<file path="src/rtl/scan_latch_pkg.sv">
package scan_latch_pkg;

    // Controller states for the self-clearing path
    typedef enum logic {
        ST_RUN   = 1'b0,
        ST_CLEAR = 1'b1
    } clr_state_t;

endpackage

</file>
<file path="src/rtl/scan_field_split.sv">
// Extracts one {data, address} field from the written byte.
module scan_field_split #(
    parameter int ADDR_W = 3,
    parameter int OFFSET = 0,
    parameter int BYTE_W = 8
) (
    input  logic [BYTE_W-1:0] byte_in,
    output logic [ADDR_W-1:0] addr,
    output logic              bit_val
);
    always_comb begin
        addr    = byte_in[OFFSET +: ADDR_W];
        bit_val = byte_in[OFFSET + ADDR_W];
    end
endmodule

</file>
<file path="src/rtl/scan_addr_latch.sv">
// Addressable bit latch: one output updated per strobe, synchronous clear dominates.
module scan_addr_latch #(
    parameter int ADDR_W = 3,
    localparam int N_OUT = 1 << ADDR_W
) (
    input  logic              clk,
    input  logic              rst_n,
    input  logic              clr,
    input  logic              upd,
    input  logic [ADDR_W-1:0] addr,
    input  logic              bit_val,
    output logic [N_OUT-1:0]  q
);
    for (genvar i = 0; i < N_OUT; i++) begin : g_cell
        logic hit;
        assign hit = upd && (addr == ADDR_W'(i));
        always_ff @(posedge clk or negedge rst_n) begin
            if (!rst_n) begin
                q[i] <= 1'b0;
            end else if (clr) begin
                q[i] <= 1'b0;
            end else if (hit) begin
                q[i] <= bit_val;
            end
        end
    end
endmodule

</file>
<file path="src/rtl/scan_clear_ctrl.sv">
// Two-state controller that sequences the self-clear pulse.
module scan_clear_ctrl
    import scan_latch_pkg::*;
#(
    parameter int ADDR_W = 3,
    localparam int CLR_IDX = (1 << ADDR_W) - 1
) (
    input  logic              clk,
    input  logic              rst_n,
    input  logic              wr_en,
    input  logic [ADDR_W-1:0] key_addr,
    input  logic              key_bit,
    output logic              clr,
    output logic              upd
);
    clr_state_t state, state_nx;

    always_ff @(posedge clk or negedge rst_n) begin
        if (!rst_n) state <= ST_RUN;
        else        state <= state_nx;
    end

    always_comb begin
        state_nx = state;
        unique case (state)
            ST_RUN:   if (wr_en && key_bit && key_addr == ADDR_W'(CLR_IDX))
                          state_nx = ST_CLEAR;
            ST_CLEAR: state_nx = ST_RUN;
            default:  state_nx = ST_RUN;
        endcase
    end

    always_comb begin
        clr = 1'b0;
        upd = 1'b0;
        unique case (state)
            ST_RUN:   upd = wr_en;
            ST_CLEAR: clr = 1'b1;
            default:  clr = 1'b1;
        endcase
    end
endmodule

</file>
<file path="src/rtl/scan_latch_port.sv">
module scan_latch_port #(
    parameter int ADDR_W = 3,
    localparam int FIELD_W = ADDR_W + 1,
    localparam int BYTE_W  = 2 * FIELD_W,
    localparam int N_OUT   = 1 << ADDR_W
) (
    input  logic              clk,
    input  logic              rst_n,
    input  logic              wr_en,
    input  logic [BYTE_W-1:0] wr_data,
    output logic [N_OUT-1:0]  led_sink,
    output logic [N_OUT-1:0]  key_drive
);
    logic [ADDR_W-1:0] key_addr, led_addr;
    logic              key_bit, led_bit;
    logic              clr, upd;

    scan_field_split #(.ADDR_W(ADDR_W), .OFFSET(0), .BYTE_W(BYTE_W)) u_key_fld (
        .byte_in(wr_data), .addr(key_addr), .bit_val(key_bit));

    scan_field_split #(.ADDR_W(ADDR_W), .OFFSET(FIELD_W), .BYTE_W(BYTE_W)) u_led_fld (
        .byte_in(wr_data), .addr(led_addr), .bit_val(led_bit));

    scan_clear_ctrl #(.ADDR_W(ADDR_W)) u_ctrl (
        .clk(clk), .rst_n(rst_n), .wr_en(wr_en),
        .key_addr(key_addr), .key_bit(key_bit),
        .clr(clr), .upd(upd));

    scan_addr_latch #(.ADDR_W(ADDR_W)) u_key (
        .clk(clk), .rst_n(rst_n), .clr(clr), .upd(upd),
        .addr(key_addr), .bit_val(key_bit), .q(key_drive));

    scan_addr_latch #(.ADDR_W(ADDR_W)) u_led (
        .clk(clk), .rst_n(rst_n), .clr(clr), .upd(upd),
        .addr(led_addr), .bit_val(led_bit), .q(led_sink));
endmodule

</file>
<file path="config.mk">
export PLATFORM = sky130hd
export DESIGN_NAME = scan_latch_port
export DESIGN_NICKNAME = d
export VERILOG_FILES = /design/src/rtl/scan_latch_pkg.sv /design/src/rtl/scan_field_split.sv /design/src/rtl/scan_addr_latch.sv /design/src/rtl/scan_clear_ctrl.sv /design/src/rtl/scan_latch_port.sv
export SDC_FILE = /design/constraint.sdc
export NUM_CORES = 1
export LEC_CHECK = 0
export ABC_AREA = 1
export BUFFER_PORTS_ARGS = -buffer_cell sky130_fd_sc_hd__buf_4
export CORE_MARGIN = 1.5
export CORE_UTILIZATION = 45
export CTS_CLUSTER_DIAMETER = 30
export DETAILED_ROUTE_END_ITERATION = 12
export PLACE_DENSITY_LB_ADDON = 0.3
export SYNTH_ARGS = -nofsm -noshare
export SYNTH_HDL_FRONTEND = slang
export SYNTH_SLANG_ARGS = --single-unit
</file>
<file path="constraint.sdc">
create_clock -name clk -period 1.1 [get_ports clk]
set_clock_uncertainty 0.1 [all_clocks]
set_input_delay 0.055 -clock clk [delete_from_list [all_inputs] [get_ports clk]]
set_output_delay 0.055 -clock clk [all_outputs]
set_load 0.01 [all_outputs]
</file>
# Word level (Yosys, flattened, before mapping)

Index checks and enable logic that the tools add are counted.

Output and inout bits: 16
Register bits: 17
Bits of input ports: 11
Word-level logic and storage cells: 104

Reductions and logical operators: 36
Equality and inequality tests: 14
Bitwise gates (word level): 1
Multiplexer cells: 36

Operators with widths:

| cell               | count |
|---|---|
| $mux 1             | 35 |
| $reduce_bool 2->1  | 16 |
| $eq 3x3->1 const B | 8 |
| $logic_and 1x1->1  | 18 |
| $eq 3x2->1 const B | 4 |
| $eq 3x1->1 const B | 2 |
| $logic_not 3->1    | 2 |
| $pmux 1 s2         | 1 |
| $not 1->1          | 1 |

# Longest topological paths before layout

Gate-level depths: netlist of the first run.

Depth after elaboration: 4
Gate-level depth with buffers: 7
Mapped depth without buffers: 6

# Modules after synthesis

A second synthesis of the first run with hierarchy kept.

Cells, all modules: 160
Area, all modules: 1059.8 µm²

By module, submodules not included:

| module           | seq. area each (µm²) | area an instance (µm²) | instances | cells an instance |
|---|---|---|---|---|
| scan_addr_latch  | 200.2                | 469.2                  | 2         | 71 |
| scan_clear_ctrl  | 25.0                 | 61.3                   | 1         | 10 |
| scan_field_split | 0.0                  | 30.0                   | 2         | 4 |

# Worst setup path before layout of the first run

OpenSTA, ideal clock, no wires.

Kind: register to register
Start: reg u_ctrl.state
End: reg u_led.q[0]
Setup time: 113 ps
Data arrival time: 930 ps
Clock period less this slack: 1143 ps
Data required time: 887 ps
Buffers on the path: 1
Stages on the path, launching flop included: 8
Path slack: -43 ps
Cells stage by stage: dfrtp_1 -> inv_2 -> buf_6 -> nand2_1 -> nor2_2 -> nand3_1 -> nand2_1 -> inv_1

Longest elaborated chain between the ends: 3
Elaborated cells on any way between the ends: 5
Classes of those cells: mux (3); reduce/logical (2)

RTL lines:

| what                          | RTL line              | source |
|---|---|---|
| start, declared               | scan_clear_ctrl.sv:16 | `clr_state_t state, state_nx;` |
| start signal, assigned        | scan_clear_ctrl.sv:20 | `else state <= state_nx;` |
| $mux 1                        | scan_clear_ctrl.sv:36 | `unique case (state)` |
| $logic_and 1x1->1             | scan_addr_latch.sv:16 | `assign hit = upd && (addr == ADDR_W'(i));` |
| $reduce_bool 2->1 (no line)   | n/a                   |  |
| end signal, assigned by index | scan_addr_latch.sv:23 | `q[i] <= bit_val;` |
| end, declared                 | scan_addr_latch.sv:12 | `output logic [N_OUT-1:0] q` |

Several ways; a longest one is shown, not always the timed one.
A chain may end at the register's enable or synchronous reset.

# Worst setup path after layout of the first run

Same ends and word-level chain as after synthesis.

==> flow_metrics.tcl, run 1 <==
set metrics [dict create \
    dpl.hpwl_mm 1.541 \
    crit_path_end_kind "flop" \
    routed-via-count 1004 \
    placement_row_count 16 \
    final_cell_count_no_fill 212 \
    synth_largest_area_cell "sky130_fd_sc_hd__dfrtp_1" \
    met3RoutedLength_um 79 \
    coreArea_um2 1982 \
    critical_path_start_end_classification "flop to flop" \
    post_synth_inst_count 143 \
    failing_checks "negative setup slack" \
    final_critical_path_setup_slack_ns -0.07634 \
    initial_utilization_pct 48.11 \
    first_pass_iters 4 \
    cts_sinks 17 \
    layout-drive-gt1-share_pct 30.81 \
    postRouteAntennaNets 0 \
    crit_path_max_incr_delay_ns 0.44 \
    ys_seq_area_share_pct 44.62 \
    clock_insertion_delay_worst_skew_ns 0.29 \
    tritoncts "done" \
    cp_slowest_cell "sky130_fd_sc_hd__dfrtp_1" \
    clkTransAtPathRegs_ns 0.11 \
    worst-endpoint-required_ns 1.24 \
    timing.max_slew.rel_slack_pct 79.97 \
    routed_wl_mm 2.311 \
    fin_util_pct 71.34 \
    timing.final.crit_period_ns 1.176 \
    via_count_of_the_first_global_routing_pass 921 \
    run_status "complete, but fails checks" \
    synth-seq-cells 17 \
    antenna_violations_before_repair 0 \
    crit_family "flip-flops" \
    wl_met1_mm 1.000 \
    route.detailed.wl_per_inst_um 10.90 \
    final_slew_viol_count 0 \
    final_setup_vio_count 17 \
    numPlacedInstances 199 \
    ioPinCount 27 \
    final_area_um2 1414 \
    hold_viol 0 \
    worstPathMaxFanout 5 \
    netlist.area_leader.share_pct 44.62 \
    topRoutingLayerUsed "met4" \
    arrival_ns 1.32 \
    yosys-top-cells-area "sky130_fd_sc_hd__dfrtp_1, sky130_fd_sc_hd__nand2_1, sky130_fd_sc_hd__nand3_1, sky130_fd_sc_hd__inv_1, sky130_fd_sc_hd__nor2_1" \
    avgViaCountPerCell 4.736 \
    timing.critical_path.cells "buf_6 > nor2_4 > buf_6 > nand3_1 > nand2_1 > nand2_1 > inv_1" \
    gr-total-overflow 0 \
    numCtsBuffers 3 \
    timing.critical_path.buf_inv 3 \
    area_of_the_mapped_netlist_um2 953.4 \
    fmax_ghz 0.8501 \
    dpl-instance-area_um2 1211 \
    drtIter0Drc 22 \
    critical_path.startpoint_type "flop" \
    htreeDepth 1 \
    number_of_port_buffers 26 \
    synth-warning-count 0 \
    synth.avg_cell_area_um2 6.667 \
    worst_hold_slack_after_final_layout_ns 0.01776 \
    synthToLayoutAreaGrowth_pct 48.29 \
    yosysUniqueCellTypes 11 \
    max-cap-violations 0 \
    grt_pass1_wl_mm 3.684 \
    grt_start_max_net_pins 18 \
    timing.final.crit_share_pct 106.9 \
    power_leakage_uw 0.0008045 \
    final_nets 197 \
    min_path_type "primary input to flop" \
    dieHeight_um 49.03 \
    cts_buffer_depth 2 \
    gr-usage-all-layers_pct 19.70 \
    die-area_um2 2404 \
    met2_length_mm 1.222 \
    rsz0062_at_grt "true" \
    insertedDiodeCount 0 \
    global_placement_routability_congestion 0.8098 \
    power.density_nw_per_um2 1316 \
    vdd.ir_drop.worst_mv 1.074 \
    worst-slew-pin-transition_ns 0.2993 \
    clk_root_buffer_cell "sky130_fd_sc_hd__clkbuf_4" \
    drc 0 \
    floorplan.die.width_um 49.03 \
    mappedNetlistNets 154 \
]
==> state kept, by name (all words and copies together), names as in the netlist <==
signal,cells
u_led.q,8
u_ctrl.state,1
u_key.q,8
==> where the power goes <==
part           total [uW]  internal, uW  switching, uW
clock network         347           135            212
logic                 680           336            344
registers             834           757           77.6
total                1860          1230            633
==> layout make-up <==
| cell class | instances | area [um2] |
|---|---|---|
| fill | 167 | 568.0 |
| multi-input combinational | 97 | 481.7 |
| sequential | 17 | 425.4 |
| timing repair buffer | 40 | 341.6 |
| inverter | 27 | 103.9 |
| tap | 27 | 33.78 |
| clock buffer | 3 | 22.52 |
| clock inverter | 1 | 5.005 |
==> placed cells by master, fill, tap and decap left out, types with 3 or more instances in the layout <==
| cell | instances |
|---|---|
| sky130_fd_sc_hd__nand2_1 | 50 |
| sky130_fd_sc_hd__buf_4 | 27 |
| sky130_fd_sc_hd__inv_1 | 25 |
| sky130_fd_sc_hd__dfrtp_1 | 17 |
| sky130_fd_sc_hd__nand3_1 | 14 |
| sky130_fd_sc_hd__nor2_1 | 9 |
| sky130_fd_sc_hd__nand3_2 | 8 |
| sky130_fd_sc_hd__buf_6 | 7 |
| sky130_fd_sc_hd__dlygate4sd3_1 | 6 |
| sky130_fd_sc_hd__o21ai_1 | 5 |
| sky130_fd_sc_hd__nand2_2 | 4 |
| sky130_fd_sc_hd__nor2_4 | 3 |
| sky130_fd_sc_hd__clkbuf_4 | 3 |
==> synthesized netlist by cell type <==
| cell | n |
|---|---|
| sky130_fd_sc_hd__nand2_1 | 54 |
| sky130_fd_sc_hd__inv_1 | 26 |
| sky130_fd_sc_hd__nand3_1 | 22 |
| sky130_fd_sc_hd__dfrtp_1 | 17 |
| sky130_fd_sc_hd__nor2_1 | 10 |
| sky130_fd_sc_hd__o21ai_0 | 7 |
| sky130_fd_sc_hd__nor2_2 | 3 |
| sky130_fd_sc_hd__buf_2 | 1 |
| sky130_fd_sc_hd__buf_6 | 1 |
| sky130_fd_sc_hd__inv_2 | 1 |
| sky130_fd_sc_hd__nand4_1 | 1 |
==> worst paths after layout <==
kind	from	end	slack [ns]	depth (start not counted)
max	u_ctrl.state$_DFF_PN0_	u_led.q[0]$_DFFE_PN0P_	-0.08	7
min reg2reg	u_key.q[7]$_DFFE_PN0P_	u_key.q[7]$_DFFE_PN0P_	0.46	2
max reg2reg	u_ctrl.state$_DFF_PN0_	u_led.q[0]$_DFFE_PN0P_	-0.08	7
max in group asynchronous	rst_n	u_key.q[4]$_DFFE_PN0P_	0.66	2
min in group asynchronous	rst_n	u_led.q[2]$_DFFE_PN0P_	0.05	2
min	wr_data[1]	u_key.q[0]$_DFFE_PN0P_	0.02	5
==> worst register-to-register path, cell delays in order, from the launching register on <==
cell and delay, ns:
sky130_fd_sc_hd__dfrtp_1 0.44, sky130_fd_sc_hd__buf_6 0.14, sky130_fd_sc_hd__nor2_4 0.10, sky130_fd_sc_hd__buf_6 0.13
sky130_fd_sc_hd__nand3_1 0.07, sky130_fd_sc_hd__nand2_1 0.06, sky130_fd_sc_hd__nand2_1 0.05, sky130_fd_sc_hd__inv_1 0.04
==> kinds of logic (layout without fill, tap and decap cells) <==
family	count (synthesis)	count (layout)	share of synthesized area, %
compound gates	7	7	3.674
simple gates	90	90	39.37
flops	17	17	44.62
buf+inv	29	71	12.33
==> routing by layer <==
layer / vias up / global-route usage (%)
met3: 2 / 2.761
li1: 515 / -
met2: 23 / 36.53
met5: - / 0
met1: 464 / 22.88
met4: 0 / 7.143
==> repair_timing <==
item	CTS	global route
setup endpoints to repair	17	17
buffers inserted	3	0
resized for setup	25	6
cloned	1	0
pin swaps	9	4
hold endpoints to repair	26	0
hold buffers	6	0
==> per-stage QoR <==
| step | power [uW] | setup slack, ns | setup TNS [ns] |
|---|---|---|---|
| final | 1861 | -0.07634 | -0.9562 |
| after global routing | 2009 | -0.1511 | -2.156 |
| after CTS | 1871 | -0.05672 | -0.5972 |
| after detailed placement | 1466 | -0.1011 | -1.171 |
| after global placement | 1452 | -0.05972 | -0.6422 |
| after floorplan | 1150 | -0.03912 | -0.3498 |
No activity file was read; power rests on OpenSTA's default activity.
==> run 2: changes to the inputs <==
--- a/config.mk
+++ b/config.mk
@@ -7,8 +7,10 @@
 export LEC_CHECK = 0
 export ABC_AREA = 1
 export BUFFER_PORTS_ARGS = -buffer_cell sky130_fd_sc_hd__buf_4
+export CELL_PAD_IN_SITES_DETAIL_PLACEMENT = 0
+export CELL_PAD_IN_SITES_GLOBAL_PLACEMENT = 1
 export CORE_MARGIN = 1.5
-export CORE_UTILIZATION = 45
+export CORE_UTILIZATION = 31
 export CTS_CLUSTER_DIAMETER = 30
 export DETAILED_ROUTE_END_ITERATION = 12
 export PLACE_DENSITY_LB_ADDON = 0.3
==> run 2 against run 1 <==
The flow still finishes with violations (negative setup slack). Sequential power about the same. Cell count increased by 0.94%. Cell area decreased by 0.53%. Critical path depth unchanged. Global-route usage decreased by 4.7 points. Non-clock buffer count decreased by 2. Worst setup slack improved by 0.0030 ns. First-iteration DRC count increased by 36%. Die area increased by 42%. Flip-flop and latch count unchanged. Largest cell class unchanged. Largest power group unchanged.
==> flow_metrics.tcl, run 2 (same netlist as run 1, synthesis figures left out) <==
set metrics [dict create \
    crit_path_end_kind "flop" \
    placement_row_count 19 \
    drtIter0Drc 30 \
    min_path_type "primary input to flop" \
    dpl-instance-area_um2 1224 \
    critical_path.startpoint_type "flop" \
    coreArea_um2 2829 \
    failing_checks "negative setup slack" \
    final_slew_viol_count 0 \
    via_count_of_the_first_global_routing_pass 935 \
    cts_sinks 17 \
    synthToLayoutAreaGrowth_pct 47.51 \
    gr-total-overflow 0 \
    rsz0062_at_grt "true" \
    totalPowerFinal_uw 1854 \
    fin_util_pct 49.71 \
    antenna_violations_before_repair 0 \
    fmax_ghz 0.8523 \
    clkTransAtPathRegs_ns 0.11 \
    dpl.hpwl_mm 1.701 \
    cts_buffer_depth 2 \
    routed-via-count 1002 \
    tritoncts "done" \
    dieHeight_um 58.46 \
    vdd.ir_drop.worst_mv 0.6809 \
    floorplan.die.width_um 58.46 \
    drc 0 \
    grt_pass1_wl_mm 3.926 \
    final_critical_path_setup_slack_ns -0.07332 \
    worstPathMaxFanout 5 \
    largest_registers "u_key.q x8, u_led.q x8, u_ctrl.state x1" \
    numCtsBuffers 3 \
    timing.max_slew.rel_slack_pct 80.25 \
    global_placement_routability_congestion 0.8320 \
    timing.final.crit_period_ns 1.173 \
    htreeDepth 1 \
    route.detailed.wl_per_inst_um 10.86 \
    initial_utilization_pct 33.70 \
    number_of_port_buffers 26 \
    gr-usage-all-layers_pct 14.96 \
    layout-drive-gt1-share_pct 30.60 \
    critical_path_start_end_classification "flop to flop" \
    first_pass_iters 4 \
    final_area_um2 1406 \
    final_setup_vio_count 16 \
    die-area_um2 3417 \
    run_status "complete, but fails checks" \
    avgViaCountPerCell 4.682 \
    layout.filler_cells 288 \
    hold_viol 0 \
    grt_start_max_net_pins 18 \
    final_cell_mix "sky130_fd_sc_hd__nand2_1, sky130_fd_sc_hd__buf_4, sky130_fd_sc_hd__inv_1" \
    worst-slew-pin-transition_ns 0.2952 \
    timing.final.crit_share_pct 106.7 \
    routed_wl_mm 2.325 \
    ioPinCount 27 \
    clock_insertion_delay_worst_skew_ns 0.29 \
    insertedDiodeCount 0 \
    mostFrequentLayoutCell "sky130_fd_sc_hd__nand2_1" \
    power.density_nw_per_um2 1318 \
    arrival_ns 1.32 \
    postRouteAntennaNets 0 \
    power_leakage_uw 0.0007923 \
    worst-endpoint-required_ns 1.25 \
    max-cap-violations 0 \
    clk_root_buffer_cell "sky130_fd_sc_hd__clkbuf_4" \
    final_nets 195 \
]
-- run 2: changes by cell type in the layout (fill, tap and decap cells not counted), sizes merged --
| cell | change |
|---|---|
| clkbuf | +1 |
| clkinv | -1 |
| dlygate4sd3 | -2 |
-- run 2: layout make-up --
class	count	area [um2]	share of cell area [%]
Clock buffer	4	26.28	1.868
Inverter	27	103.9	7.384
Multi-Input combinational cell	97	498.0	35.41
Sequential cell	17	425.4	30.25
Tap cell	31	38.79	2.758
Timing Repair Buffer	38	314.1	22.33
-- run 2: final timing paths --
check	from	to	slack, ns	depth (start not counted)
setup / recovery	u_ctrl.state$_DFF_PN0_	u_led.q[1]$_DFFE_PN0P_	-0.07	7
hold / removal	wr_data[2]	u_key.q[3]$_DFFE_PN0P_	0.01	5
setup reg to reg	u_ctrl.state$_DFF_PN0_	u_led.q[1]$_DFFE_PN0P_	-0.07	7
hold reg to reg	u_led.q[1]$_DFFE_PN0P_	u_led.q[1]$_DFFE_PN0P_	0.47	4
max in group asynchronous	rst_n	u_key.q[3]$_DFFE_PN0P_	0.65	2
min in group asynchronous	rst_n	u_led.q[6]$_DFFE_PN0P_	0.05	2
-- run 2: metal layers --
metal  up-vias  part of all wire [%]  GRT usage (%)
li1        516                     -              -
met1       460                    43          16.85
met2        24                    51          27.45
met3         2                   5.3          5.055
met4         0                  0.47          2.658
met5         -                     0              0
-- run 2: stage by stage --
step | cells | worst slack [ns] | hold WS (ns) | TNS (ns)
3_3_place_gp | 204 | -0.07133 | -0.1659 | -0.6957
5_1_grt | 214 | -0.1408 | 0.02324 | -1.879
2_1_floorplan | 143 | -0.03912 | -0.3406 | -0.3498
6_report | 214 | -0.07332 | 0.01244 | -0.6715
3_5_place_dp | 204 | -0.09449 | -0.1605 | -1.148
4_1_cts | 214 | -0.05583 | 0.002014 | -0.6393
-- run 2: power by group --
| part | internal (uW) | total, uW | switching [uW] |
|---|---|---|---|
| Sequential | 757 | 831 | 74.7 |
| Combinational | 326 | 671 | 345 |
| Clock | 141 | 351 | 210 |
-- run 2: worst max-delay path: stages (launching register included) --
cell and delay, ns:
sky130_fd_sc_hd__dfrtp_1 0.43, sky130_fd_sc_hd__buf_6 0.13, sky130_fd_sc_hd__nor2_4 0.10, sky130_fd_sc_hd__buf_6 0.13
sky130_fd_sc_hd__nand3_2 0.08, sky130_fd_sc_hd__nand2_1 0.08, sky130_fd_sc_hd__nand2_1 0.04, sky130_fd_sc_hd__inv_1 0.04
-- run 2: what timing repair did --
item / in CTS / in global routing
pin swaps: 8 / 2
hold buffers: 4 / 0
setup buffers: 1 / 0
gates cloned: 1 / 0
endpoints found under the hold margin: 20 / 0
endpoints found under the setup margin: 17 / 17
resized for setup: 21 / 6
==> run 3: changes to the inputs <==
--- a/config.mk
+++ b/config.mk
@@ -5,12 +5,11 @@
 export SDC_FILE = /design/constraint.sdc
 export NUM_CORES = 1
 export LEC_CHECK = 0
-export ABC_AREA = 1
 export BUFFER_PORTS_ARGS = -buffer_cell sky130_fd_sc_hd__buf_4
 export CELL_PAD_IN_SITES_DETAIL_PLACEMENT = 0
 export CELL_PAD_IN_SITES_GLOBAL_PLACEMENT = 1
 export CORE_MARGIN = 1.5
-export CORE_UTILIZATION = 31
+export CORE_UTILIZATION = 32
 export CTS_CLUSTER_DIAMETER = 30
 export DETAILED_ROUTE_END_ITERATION = 12
 export PLACE_DENSITY_LB_ADDON = 0.3
==> run 3 against run 2 <==
The run ends with negative hold slack, negative setup slack left. Critical endpoint is now u_key.q[3]$_DFFE_PN0P_. Power down 11%. Non-clock buffer count grew 6. Critical path type unchanged. Cell area is 7.3% lower. Combinational power is 21% lower.
==> flow_metrics.tcl, run 3 <==
set metrics [dict create \
    initial_utilization_pct 34.08 \
    drc 0 \
    global_placement_routability_congestion 0.7353 \
    layout-drive-gt1-share_pct 39.26 \
    timing.final.crit_share_pct 134.4 \
    placement_row_count 18 \
    arrival_ns 1.62 \
    numCtsBuffers 3 \
    cts_sinks 17 \
    post_synth_inst_count 92 \
    layout.filler_cells 229 \
    synth.avg_cell_area_um2 9.262 \
    antenna_violations_before_repair 0 \
    total_area_of_multi_input_combinational_cells_um2 450.4 \
    failing_checks "negative hold slack, negative setup slack" \
    crit-reg2reg-capture "u_key.q[3]$_DFFE_PN0P_" \
    worst-endpoint-required_ns 1.24 \
    mostFrequentLayoutCell "sky130_fd_sc_hd__buf_4" \
    ys_seq_area_share_pct 49.93 \
    mappedNetlistNets 103 \
    clkTransAtPathRegs_ns 0.11 \
    synth-warning-count 0 \
    routed_wl_mm 2.278 \
    grt_pass1_wl_mm 3.567 \
    regToRegSetupSlack_ns -0.38 \
    insertedDiodeCount 0 \
    final_slew_viol_count 0 \
    critical_path.startpoint_type "flop" \
    clock_insertion_delay_worst_skew_ns 0.30 \
    timing.max_slew.rel_slack_pct 83.14 \
    yosys-top-cells-count "sky130_fd_sc_hd__dfrtp_1, sky130_fd_sc_hd__nand3_1, sky130_fd_sc_hd__a21oi_1, sky130_fd_sc_hd__o21ai_0, sky130_fd_sc_hd__nand2_1" \
    dieHeight_um 54.60 \
    crit_path_end_kind "flop" \
    fin_util_pct 52.15 \
    hold_viol 6 \
    power.density_nw_per_um2 1272 \
    power_leakage_uw 0.0005877 \
    synthToLayoutAreaGrowth_pct 53.01 \
    final_cell_mix "sky130_fd_sc_hd__buf_4, sky130_fd_sc_hd__dfrtp_1, sky130_fd_sc_hd__nand3_1" \
    layout.area.seq_um2 425.4 \
    first_pass_iters 4 \
    final_setup_vio_count 17 \
    route.detailed.wl_per_inst_um 13.81 \
    cts.hold.buffers_added 10 \
    postRouteAntennaNets 0 \
    tritoncts "done" \
    min_path_cells 4 \
    worst_hold_slack_after_final_layout_ns -0.02524 \
    largest_registers "u_key.q x8, u_led.q x8, u_ctrl.state x1" \
    run_status "complete, but fails checks" \
    yosysUniqueCellTypes 22 \
    drtIter0Drc 6 \
    grt_start_max_net_pins 18 \
    hold_path_end "u_key.q[0]$_DFFE_PN0P_" \
    floorplan.die.width_um 54.60 \
    htreeDepth 1 \
    critical_path_start_end_classification "flop to flop" \
    async_flop_share_pct 100.0 \
    synthMostInstantiatedCell "sky130_fd_sc_hd__dfrtp_1" \
    routed-via-count 848 \
    synth-seq-cells 17 \
    clk_root_buffer_cell "sky130_fd_sc_hd__clkbuf_4" \
    min_path_type "primary input to flop" \
    timing.final.crit_period_ns 1.479 \
    coreArea_um2 2500 \
    rsz0062_at_grt "true" \
    post_synth_edffs 0 \
    yosys-top-cells-area "sky130_fd_sc_hd__dfrtp_1, sky130_fd_sc_hd__nand3_1, sky130_fd_sc_hd__a21oi_1, sky130_fd_sc_hd__o21ai_0, sky130_fd_sc_hd__nand2b_1" \
    fmax_ghz 0.6762 \
    cts_buffer_depth 2 \
    number_of_port_buffers 26 \
    final_critical_path_setup_slack_ns -0.3789 \
    max-cap-violations 0 \
    gr-total-overflow 0 \
    synth_largest_area_cell "sky130_fd_sc_hd__dfrtp_1" \
    netlist.area_leader.share_pct 49.93 \
    via_count_of_the_first_global_routing_pass 783 \
    gr-usage-all-layers_pct 17.07 \
    worstPathMaxFanout 4 \
    worst-slew-pin-transition_ns 0.2489 \
    dpl.hpwl_mm 1.530 \
    hold_startpoint "wr_data[2]" \
    die-area_um2 2981 \
    area_of_the_mapped_netlist_um2 852.1 \
    avgViaCountPerCell 5.139 \
    synth_ff_type "sky130_fd_sc_hd__dfrtp_1" \
    final_nets 147 \
    ioPinCount 27 \
    vdd.ir_drop.worst_mv 0.6359 \
    reg2reg_from "u_ctrl.state$_DFF_PN0_" \
    reg2regPathDepth 3 \
]
## run 3: metrics by stage
stage	TNS (ns)	total power, uW	cells	setup slack (ns)	cell area (um2)
after floorplan	-2.291	997.6	92	-0.3246	864.6
after global placement	-3.749	1254	150	-0.3016	1121
after CTS	-4.342	1643	164	-0.3676	1265
after global routing	-5.665	1755	165	-0.4263	1304
final	-4.443	1659	165	-0.3789	1304
after detailed placement	-4.012	1263	150	-0.3300	1121
## run 3: worst max-delay path by stage
stage,end,depth (start not counted),startpoint
2_1_floorplan,u_led.q[0]$_DFFE_PN0P_,4,u_ctrl.state$_DFF_PN0_
3_3_place_gp,u_key.q[3]$_DFFE_PN0P_,3,u_ctrl.state$_DFF_PN0_
3_5_place_dp,u_key.q[3]$_DFFE_PN0P_,3,u_ctrl.state$_DFF_PN0_
4_1_cts,u_key.q[3]$_DFFE_PN0P_,3,u_ctrl.state$_DFF_PN0_
5_1_grt,u_key.q[3]$_DFFE_PN0P_,3,u_ctrl.state$_DFF_PN0_
6_report,u_key.q[3]$_DFFE_PN0P_,3,u_ctrl.state$_DFF_PN0_
## run 3: metal layers
metal	up-vias	global-route usage [%]	wire length, um
met5	-	0	0
met4	0	6.667	13
met3	2	2.732	73
met2	17	24.60	1089
met1	402	25.17	1102
li1	427	-	-
## run 3: logic make-up (layout without fill, tap and decap cells)
kind of cell | after synthesis | after routing | synth area share [%]
AO/OA/AOI/OAI | 27 | 27 | 18.06
AND/OR/NAND/NOR | 41 | 41 | 28.93
flip-flops | 17 | 17 | 49.93
buffers and inverters | 7 | 50 | 3.083
## run 3: layout make-up
cell class / count / share of cell area [%]
Clock buffer: 3 / 1.727
Clock inverter: 1 / 0.3839
Inverter: 2 / 0.5758
Multi-Input combinational cell: 68 / 34.55
Sequential cell: 17 / 32.63
Tap cell: 30 / 2.879
Timing Repair Buffer: 44 / 27.26
## run 3: what timing repair did
item,CTS,global route
setup buffers,0,1
hold endpoints to repair,32,4
gates resized for setup,6,9
pin swaps,2,1
setup endpoints to repair,17,17
## run 3: where the power goes
group	switching (uW)	internal (uW)
combinational	240	290
sequential	56.9	726
clock	211	135
## run 3: worst max-delay path, stage by stage, from the launching register on
cell and delay (ns):
sky130_fd_sc_hd__dfrtp_1 0.44, sky130_fd_sc_hd__or3b_4 0.40, sky130_fd_sc_hd__or3_4 0.37, sky130_fd_sc_hd__a21oi_2 0.11
